## config.mk

```make
export PLATFORM = sky130hd
export DESIGN_NAME = branch_fold_queue
export DESIGN_NICKNAME = d
export VERILOG_FILES = /design/src/rtl/bfq_pkg.sv /design/src/rtl/bfq_rst_sync.sv /design/src/rtl/bfq_pick.sv /design/src/rtl/bfq_compact.sv /design/src/rtl/branch_fold_queue.sv
export SDC_FILE = /design/constraint.sdc
export NUM_CORES = 1
export LEC_CHECK = 0
export CORE_ASPECT_RATIO = 1.1
export CORE_MARGIN = 4
export CORE_UTILIZATION = 40
export CTS_CLUSTER_SIZE = 12
export DETAILED_ROUTE_END_ITERATION = 10
export DONT_BUFFER_PORTS = 1
export GPL_TIMING_DRIVEN = 0
export MAX_ROUTING_LAYER = met4
export PLACE_DENSITY = 0.61
export SKIP_LAST_GASP = 1
export SLEW_MARGIN = 20
export SYNTH_ARGS = -nofsm -noshare
export SYNTH_HDL_FRONTEND = slang
export SYNTH_HIERARCHICAL = 1
export SYNTH_SLANG_ARGS = --single-unit
```

## constraint.sdc

```tcl
create_clock -name clk -period 3.3 [get_ports clk]
set_input_delay 0.165 -clock clk [delete_from_list [all_inputs] [get_ports clk]]
set_output_delay 0.165 -clock clk [all_outputs]
set_load 0.02 [all_outputs]
```

## src/rtl/bfq_pkg.sv

```systemverilog
package bfq_pkg;
  localparam int unsigned INSTR_W = 32;
  localparam int unsigned ADDR_W  = 32;

  typedef struct packed {
    logic [INSTR_W-1:0] instr;
    logic [ADDR_W-1:0]  addr;
    logic               is_br;
  } bfq_entry_t;
endpackage

```

## src/rtl/bfq_rst_sync.sv

```systemverilog
module bfq_rst_sync (
  input  logic clk,
  input  logic rst_n_async,
  output logic rst_n_sync
);
  logic [1:0] stage_q;

  always_ff @(posedge clk or negedge rst_n_async) begin
    if (!rst_n_async) stage_q <= 2'b00;
    else              stage_q <= {stage_q[0], 1'b1};
  end

  assign rst_n_sync = stage_q[1];
endmodule

```

## src/rtl/bfq_pick.sv

```systemverilog
// Oldest-branch selector: lowest set bit of the candidate mask wins.
module bfq_pick #(
  parameter int unsigned DEPTH = 4
) (
  input  logic             clk,
  input  logic             rst_n,
  input  logic [DEPTH-1:0] cand,
  output logic             found,
  output logic [DEPTH-1:0] sel_oh
);
  always_comb begin
    sel_oh = '0;
    for (int i = DEPTH - 1; i >= 0; i--) begin
      if (cand[i]) sel_oh = DEPTH'(1) << i;
    end
  end

  assign found = |cand;

  AST_PICK_ONEHOT: assert property (@(posedge clk) disable iff (!rst_n)
    $onehot0(sel_oh) && (found == (sel_oh != '0)));
endmodule

```

## src/rtl/bfq_compact.sv

```systemverilog
// Builds the next storage image: kept entries packed toward slot 0 in age
// order, then the accepted lanes appended behind them.
module bfq_compact import bfq_pkg::*; #(
  parameter  int unsigned DEPTH = 4,
  parameter  int unsigned ENQ_W = 2,
  localparam int unsigned CW    = $clog2(DEPTH + 1)
) (
  input  bfq_entry_t       cur_ent [DEPTH],
  input  logic [DEPTH-1:0] keep,
  input  bfq_entry_t       lane_ent [ENQ_W],
  input  logic [ENQ_W-1:0] lane_vld,
  input  logic             take,
  output bfq_entry_t       nxt_ent [DEPTH],
  output logic [CW-1:0]    nxt_cnt
);
  logic [CW-1:0] pos;

  always_comb begin
    nxt_ent = cur_ent;
    pos     = '0;
    for (int i = 0; i < DEPTH; i++) begin
      if (keep[i]) begin
        nxt_ent[pos] = cur_ent[i];
        pos          = pos + CW'(1);
      end
    end
    for (int j = 0; j < ENQ_W; j++) begin
      if (take && lane_vld[j] && (pos < CW'(DEPTH))) begin
        nxt_ent[pos] = lane_ent[j];
        pos          = pos + CW'(1);
      end
    end
    nxt_cnt = pos;
  end
endmodule

```

## src/rtl/branch_fold_queue.sv

```systemverilog
module branch_fold_queue import bfq_pkg::*; #(
  parameter int unsigned DEPTH = 4,
  parameter int unsigned ENQ_W = 2
) (
  input  logic                          clk,
  input  logic                          rst_n,
  input  logic [ENQ_W-1:0]              enq_valid,
  input  logic [ENQ_W-1:0][INSTR_W-1:0] enq_instr,
  input  logic [ENQ_W-1:0][ADDR_W-1:0]  enq_addr,
  input  logic [ENQ_W-1:0]              enq_is_branch,
  output logic                          enq_ready,
  output logic                          iss_valid,
  input  logic                          iss_ready,
  output logic [INSTR_W-1:0]            iss_instr,
  output logic [ADDR_W-1:0]             iss_addr,
  output logic                          br_valid,
  input  logic                          br_ready,
  output logic [INSTR_W-1:0]            br_instr,
  output logic [ADDR_W-1:0]             br_addr,
  input  logic                          flush_exc,
  input  logic                          flush_irq,
  input  logic                          flush_mispredict,
  input  logic                          flush_recover
);
  localparam int unsigned CW = $clog2(DEPTH + 1);

  logic             rst_sn;
  logic [CW-1:0]    cnt_q, cnt_n, cmp_cnt;
  bfq_entry_t       ent_q   [DEPTH];
  bfq_entry_t       cmp_ent [DEPTH];
  bfq_entry_t       lane_ent [ENQ_W];
  logic [DEPTH-1:0] occ, br_cand, br_oh, keep;
  logic             br_found, iss_fire, br_fire, flush_any, take, ent_we;
  logic [CW-1:0]    enq_n, free_slots;
  bfq_entry_t       br_sel;

  bfq_rst_sync u_rst (
    .clk         (clk),
    .rst_n_async (rst_n),
    .rst_n_sync  (rst_sn)
  );

  // Slot state and removal mask
  for (genvar i = 0; i < DEPTH; i++) begin : g_slot
    assign occ[i]     = CW'(i) < cnt_q;
    assign br_cand[i] = occ[i] & ent_q[i].is_br;
    assign keep[i]    = occ[i] & ~(iss_fire & (i == 0)) & ~(br_fire & br_oh[i]);
  end

  for (genvar j = 0; j < ENQ_W; j++) begin : g_lane
    assign lane_ent[j] = '{instr: enq_instr[j], addr: enq_addr[j], is_br: enq_is_branch[j]};
  end

  bfq_pick #(.DEPTH(DEPTH)) u_pick (
    .clk    (clk),
    .rst_n  (rst_sn),
    .cand   (br_cand),
    .found  (br_found),
    .sel_oh (br_oh)
  );

  always_comb begin
    br_sel = '0;
    for (int i = 0; i < DEPTH; i++) begin
      if (br_oh[i]) br_sel = ent_q[i];
    end
  end

  // Port outputs
  assign flush_any  = flush_exc | flush_irq | flush_mispredict | flush_recover;
  assign iss_valid  = occ[0] & ~ent_q[0].is_br;
  assign iss_instr  = ent_q[0].instr;
  assign iss_addr   = ent_q[0].addr;
  assign br_valid   = br_found;
  assign br_instr   = br_sel.instr;
  assign br_addr    = br_sel.addr;
  assign iss_fire   = iss_valid & iss_ready & ~flush_any;
  assign br_fire    = br_valid & br_ready & ~flush_any;

  assign enq_n      = CW'($countones(enq_valid));
  assign free_slots = CW'(DEPTH) - cnt_q;
  assign enq_ready  = enq_n <= free_slots;
  assign take       = enq_ready & ~flush_any;

  bfq_compact #(.DEPTH(DEPTH), .ENQ_W(ENQ_W)) u_cmp (
    .cur_ent  (ent_q),
    .keep     (keep),
    .lane_ent (lane_ent),
    .lane_vld (enq_valid),
    .take     (take),
    .nxt_ent  (cmp_ent),
    .nxt_cnt  (cmp_cnt)
  );

  // Next state
  always_comb begin
    if (flush_any) begin
      cnt_n  = '0;
      ent_we = 1'b0;
    end else begin
      cnt_n  = cmp_cnt;
      ent_we = (|(occ & ~keep)) | (take & (|enq_valid));
    end
  end

  // Registers
  always_ff @(posedge clk or negedge rst_sn) begin
    if (!rst_sn) cnt_q <= '0;
    else         cnt_q <= cnt_n;
  end

  always_ff @(posedge clk) begin
    if (ent_we) ent_q <= cmp_ent;
  end

  // Checks
  AST_NO_OVERFLOW: assert property (@(posedge clk) disable iff (!rst_sn)
    cnt_q <= CW'(DEPTH));

  AST_FLUSH_EMPTY: assert property (@(posedge clk) disable iff (!rst_sn)
    flush_any |=> (!iss_valid && !br_valid && enq_ready));

  AST_OCC_TRACK: assert property (@(posedge clk) disable iff (!rst_sn)
    !flush_any |=> cnt_q == CW'($past(cnt_q) + ($past(enq_ready) ? $past(enq_n) : CW'(0))
                                - CW'($past(iss_fire)) - CW'($past(br_fire))));

  AST_HEAD_HOLD: assert property (@(posedge clk) disable iff (!rst_sn)
    (iss_valid && !iss_ready && !flush_any) |=>
      (iss_valid && iss_instr == $past(iss_instr) && iss_addr == $past(iss_addr)));
endmodule

```

# Word level (Yosys, flattened, before mapping)
# Cells that the tools add are included.
[op_classes]
addsub = 7
n_mul = 0
n_div = 0
n_lt_le_gt_ge = 17
eq_ne = 0
shifts = 0
mux = 36
bitwise = 38
reduce_logical = 12
[op_table]
columns = ["operator", "count"]
rows = [
  ["bitwise mux 260 bit", 5],
  ["two-way mux 260 bit", 5],
  ["demux 65 bit (select 2 bit)", 5],
  ["two-way mux 65 bit", 9],
  ["AND 1 bit", 20],
  ["greater-or-equal comparator 4 x 3 -> 1 bit (second input constant)", 5],
  ["< comparator 4 x 1 -> 1 bit (second input constant)", 5],
  ["two-way mux 3 bit", 6],
  ["two-way mux 4 bit", 4],
  ["NOT 3 -> 4 bit", 4],
  ["adder 3 x 1 -> 3 bit (second input constant)", 4],
  ["logical AND 1 bit", 9],
  ["OR reduction 4 bit", 2],
  ["NOT 1 bit", 7],
  ["< comparator 1 x 3 -> 1 bit (first input constant)", 2],
  ["< comparator 2 x 3 -> 1 bit (first input constant)", 2],
  ["< comparator 3 bit (second input constant)", 2],
  ["AND 4 bit", 1],
  ["NOT 1 -> 4 bit", 1],
  ["NOT 4 bit", 1],
  ["bitwise OR 1 bit", 4],
  ["less-or-equal comparator 2 x 3 -> 1 bit", 1],
  ["subtractor 3 bit (first input constant)", 1],
  ["adder 1 x 1 -> 2 bit", 1],
  ["3 further kinds", 4],
]
[totals]
ff_bits = 265
latch_bits = 0
ramBits = 0
mem_bits_ro = 0
in_bits = 140
out_inout_bits = 131
word_cells = 124
memories = 0

# Logic depth before layout (Yosys ltp)
[depth]
ltp_word = 26
depth_mapped = 26
depth_no_buf = 20

# Hierarchy
# Netlist, hierarchy kept.
[by_module_without_submodules]
columns = ["module", "n_inst", "cells_per_inst", "area_each_um2", "seq_area_each_um2"]
rows = [
  ["branch_fold_queue", 1, 675, 11524.8, 7882.6],
  ["bfq_compact", 1, 1699, 10628.9, 0.0],
  ["bfq_rst_sync", 1, 3, 53.8, 50.0],
  ["bfq_pick", 1, 5, 40.0, 0.0],
]

# Worst setup path before layout
# No wires, ideal clock.
[synth_timing]
kind = "flip-flop to flip-flop"
startpoint = "register cnt_q[0]"
endpoint = "register ent_q[0] in the netlist's numbering, enable pin"
setup_time_ns = 0.989
arrival_ns = 14.774
t_required_ns = 2.311
path_slack_ns = -12.463
path_stages_with_launch = 9
n_path_buf = 0
synth_period_minus_slack_ns = 15.763
cell_sequence = "dfrtp_1 inv_1 ha_1 inv_1 ha_1 nor2b_1 o211ai_1 nand2_1 o221ai_1"
[synth_between]
elab_cells_between_ends = 41
cone_classes = "1 x add/sub; 5 x order compare; 5 x mux; 28 x bitwise; 2 x reduce/logical"
[synth_lines]
columns = ["item", "line_no", "rtl"]
rows = [
  ["start, declared", "branch_fold_queue.sv:28", "logic [CW-1:0] cnt_q, cnt_n, cmp_cnt;"],
  ["start signal, assigned", "branch_fold_queue.sv:109", "else cnt_q <= cnt_n;"],
  ["subtractor 3 bit", "branch_fold_queue.sv:81", "assign free_slots = CW'(DEPTH) - cnt_q;"],
  ["less-or-equal comparator 2 x 3 -> 1 bit", "branch_fold_queue.sv:82", "assign enq_ready = enq_n <= free_slots;"],
  ["net enq_ready", "branch_fold_queue.sv:11", "output logic enq_ready,"],
  ["AND 1 bit", "branch_fold_queue.sv:83", "assign take = enq_ready & ~flush_any;"],
  ["AND 1 bit", "branch_fold_queue.sv:102", "ent_we = (|(occ & ~keep)) | (take & (|enq_valid));"],
  ["bitwise OR 1 bit", "branch_fold_queue.sv:102", ""],
  ["two-way mux 1 bit", "branch_fold_queue.sv:97", "if (flush_any) begin"],
  ["net ent_we", "branch_fold_queue.sv:33", "logic br_found, iss_fire, br_fire, flush_any, take, ent_we;"],
  ["end signal, assigned", "branch_fold_queue.sv:113", "if (ent_we) ent_q <= cmp_ent;"],
  ["end, declared", "branch_fold_queue.sv:29", "bfq_entry_t ent_q [DEPTH];"],
]
# The timed path passes the listed nets, and every way through them passes these cells.
# A chain may end at the register's enable or synchronous reset.

==> flow_metrics.tcl <==
set metrics [dict create \
    p_seq_frac 0.476 \
    worstRegToRegCells 23 \
    grt_usage 0.330 \
    route.detailed.drc 0 \
    avgRoutedWirePerCell_um 29.7 \
    syn_avg_cell_area_sq_um 9.34 \
    cts_htree_levels 2 \
    cp.arrival_ns 5.80 \
    drv_cap 0 \
    initial_utilization 0.405 \
    clkLatencyLatePin_ns 0.56 \
    layout_common_cells "nor2_1 (324), edfxtp_1 (260), nand2_1 (208)" \
    dieArea_sq_mm 0.0595 \
    dp_slack_ns -4.59 \
    drtAntennaViolNets 0 \
    leakage_nw 11.4 \
    drtIter0Drc 3388 \
    numClockSinks 265 \
    internal_power_mw 6.01 \
    p_switching_mw 1.92 \
    dr.max_layer_used "met4" \
    period_share 1.66 \
    worst_slack_ns -2.19 \
    num_rows 90 \
    die_h_um 255 \
    core-area_sq_mm 0.0550 \
    worstMarginPinSlew_ns 1.15 \
    synth_cell_type_count 62 \
    setup_viol 513 \
    viasPerCell 6.59 \
    yosys_warnings 6 \
    cts_buffer_depth 3 \
    synth_fa_ha_area_frac 0.0107 \
    nets 2765 \
    power-per-cell-area_mw_per_mm2 290 \
    rsz0062_at_grt "true" \
    synthSimpleGateAreaFrac 0.155 \
    async_reset_ff_frac 0.0189 \
    final_common_cell "nor2_1" \
    hold_depth 2 \
    cp_max_fo 8 \
    io_buffers 0 \
    hold_path_class "primary input to register" \
    syn_nets 2541 \
    antenna_found_initial 10 \
    final_area_sq_mm 0.0274 \
    area_growth_pct 23.1 \
    startpoint_type "register" \
    dr.pass1.iters 6 \
    clk_pin_slew_worst_paths_ns 0.06 \
    finalHoldViolCount 6 \
    cts_root_buf "clkbuf_16" \
    totalWireLength_um 100000 \
    rr_startpoint "cnt_q[2]" \
    synthFlopType "edfxtp_1" \
    ys_ff_latch 265 \
    max_slew_margin 0.230 \
    r2r-end "ent_q[63]" \
    timing.fmax_mhz 182 \
    outcome "finished, violations left" \
    clock_skew_ns 0.0147 \
    min_period_ns 5.49 \
    synth-xor-area-share 0.00298 \
    min_to "cnt_q[1]" \
    comb_power_share 0.067 \
    synth_top_family_by_area "compound AO/OA/AOI/OAI gates" \
    cts_buffers 34 \
    n_fill_cell 5092 \
    gp_congestion 0.941 \
    ff2ff_setup_slack_ns -2.19 \
    syn_inst 2382 \
    min-delay-start "flush_recover" \
    drv_slew 0 \
    synthMuxAreaShare 0.130 \
    crit_required_ns 3.61 \
    violations "hold timing, setup timing" \
    wl_met1_um 36800 \
    ys_seq_area_frac 0.357 \
    io_pins 271 \
    cts_tree "built" \
    grt_pass1_wl_um 146000 \
    drive_gt1_frac 0.214 \
    hold_slack_ns -0.160 \
    dpl_cell_area_sq_mm 0.0236 \
    p_clk_frac 0.457 \
    p_sw_frac 0.242 \
    finalPower_mw 7.93 \
    grt_pass1_vias 22400 \
    wl_met3_um 11500 \
    wl_met2_um 45600 \
    ir_worst_vdd_v 0.000283 \
    synth_edf_count 260 \
    synth-compound-area-share 0.259 \
    multi_input_area_sq_mm 0.0129 \
    syn-cell-area_sq_mm 0.0222 \
    grt_overflow 0 \
    grt_max_degree 23 \
    area.sequential_sq_mm 0.00794 \
    die_w_um 233 \
    vias 22300 \
    critPathKind "register to register" \
    worst_setup_path_end_kind "register" \
    place_hpwl_um 63800 \
]
## cell usage after synthesis (all sizes together), types with 19 or more instances
library cell | number | area (sq um)
nor2b | 55 | 352
a21o | 131 | 983
o31ai | 63 | 778
a211oi | 131 | 983
buf | 154 | 1140
o211ai | 66 | 495
ha | 19 | 238
a221oi | 63 | 927
nand2 | 209 | 785
edfxtp | 260 | 7810
o22ai | 65 | 407
a31oi | 65 | 407
mux2i | 197 | 1970
nand3 | 133 | 666
clkbuf | 147 | 671
nor2 | 331 | 1250
a21oi | 138 | 691
mux2 | 65 | 920
## repair_timing
| item | CTS | global route |
|---|---|---|
| pin swaps | 13 | 15 |
| hold buffers | 134 | 1 |
| buffers inserted | 28 | 5 |
| setup endpoints to repair | 587 | 578 |
| cloned | 9 | 1 |
| gates resized for setup | 174 | 62 |
| hold endpoints to repair | 265 | 4 |
## critical path: stages (launching register included)
cell	delay [ns]
dfrtp_2	0.47
nor3_4	0.27
nor2b_4	0.07
or4_4	0.59
and3_4	0.25
a221oi_4	0.32
inv_2	0.09
ha_4	0.26
clkbuf_16	0.15
xor2_4	0.18
ha_4	0.27
nand2b_4	0.12
o31ai_4	0.08
ha_1	0.28
or4_4	0.55
o21a_4	0.15
nor2_4	0.10
ha_2	0.16
and3_4	0.21
buf_12	0.14
buf_12	0.13
buf_8	0.13
a211oi_1	0.05
a21o_1	0.19
## area by class of cell
cell class | count | area share
Antenna cell | 12 | 0.00110
Buffer | 299 | 0.0793
Clock buffer | 47 | 0.0352
Clock inverter | 11 | 0.00183
Inverter | 13 | 0.00178
Multi-Input combinational cell | 1799 | 0.470
Sequential cell | 265 | 0.290
Tap cell | 736 | 0.0336
Timing Repair Buffer | 194 | 0.0869
## cells by family (layout without fill, tap and decap cells)
kind of cell             count (synthesis)  after routing
multiplexers                           262            262
XOR/XNOR                                 6              6
AO/OA/AOI/OAI                          733            733
buffers and inverters                  318            564
other                                    1             13
adder cells (fa/ha/maj)                 19             19
flip-flops                             265            265
AND/OR/NAND/NOR                        778            778
## per-layer routing
metal / up-vias / track usage
met5: - / -
met4: 0 / 0.178
met3: 482 / 0.0820
met2: 1766 / 0.501
met1: 10600 / 0.404
li1: 9369 / -
## how the worst max path moves through the flow
stage,cells past startpoint,startpoint,end
floorplan,8,cnt_q[0],ent_q[0]
global placement,8,cnt_q[0],ent_q[165]
detailed placement,25,cnt_q[2],ent_q[63]
CTS,25,cnt_q[0],ent_q[63]
global route,23,cnt_q[2],ent_q[61]
finish,23,cnt_q[2],ent_q[63]
## power groups by stage
stage	Sequential [mW]	Combinational [mW]	Clock [mW]
floorplan	3.84	0.201	0
global placement	3.86	0.248	0
detailed placement	3.84	0.279	0
CTS	3.77	0.510	3.65
global route	3.78	0.553	3.77
finish	3.78	0.531	3.62
## stage by stage
step	utilization	cells	TNS, ns	hold slack, ns
6_report	0.498	3376	-615.75	-0.160
5_1_grt	0.498	3375	-695.25	-0.153
4_1_cts	0.494	3360	-596.98	-0.170
3_5_place_dp	0.429	3134	-1328.39	-0.130
3_3_place_gp	0.422	3118	-2645.02	-0.130
2_1_floorplan	-	2382	-1568.54	-0.131
## flip-flops by register name, indices dropped and copies added, names as in the netlist
| name | flops |
|---|---|
| cnt_q | 3 |
| u_rst/stage_q | 2 |
| iss_addr | 32 |
| ent_q | 196 |
| iss_instr | 32 |
Power figures use the tool's default switching activity.
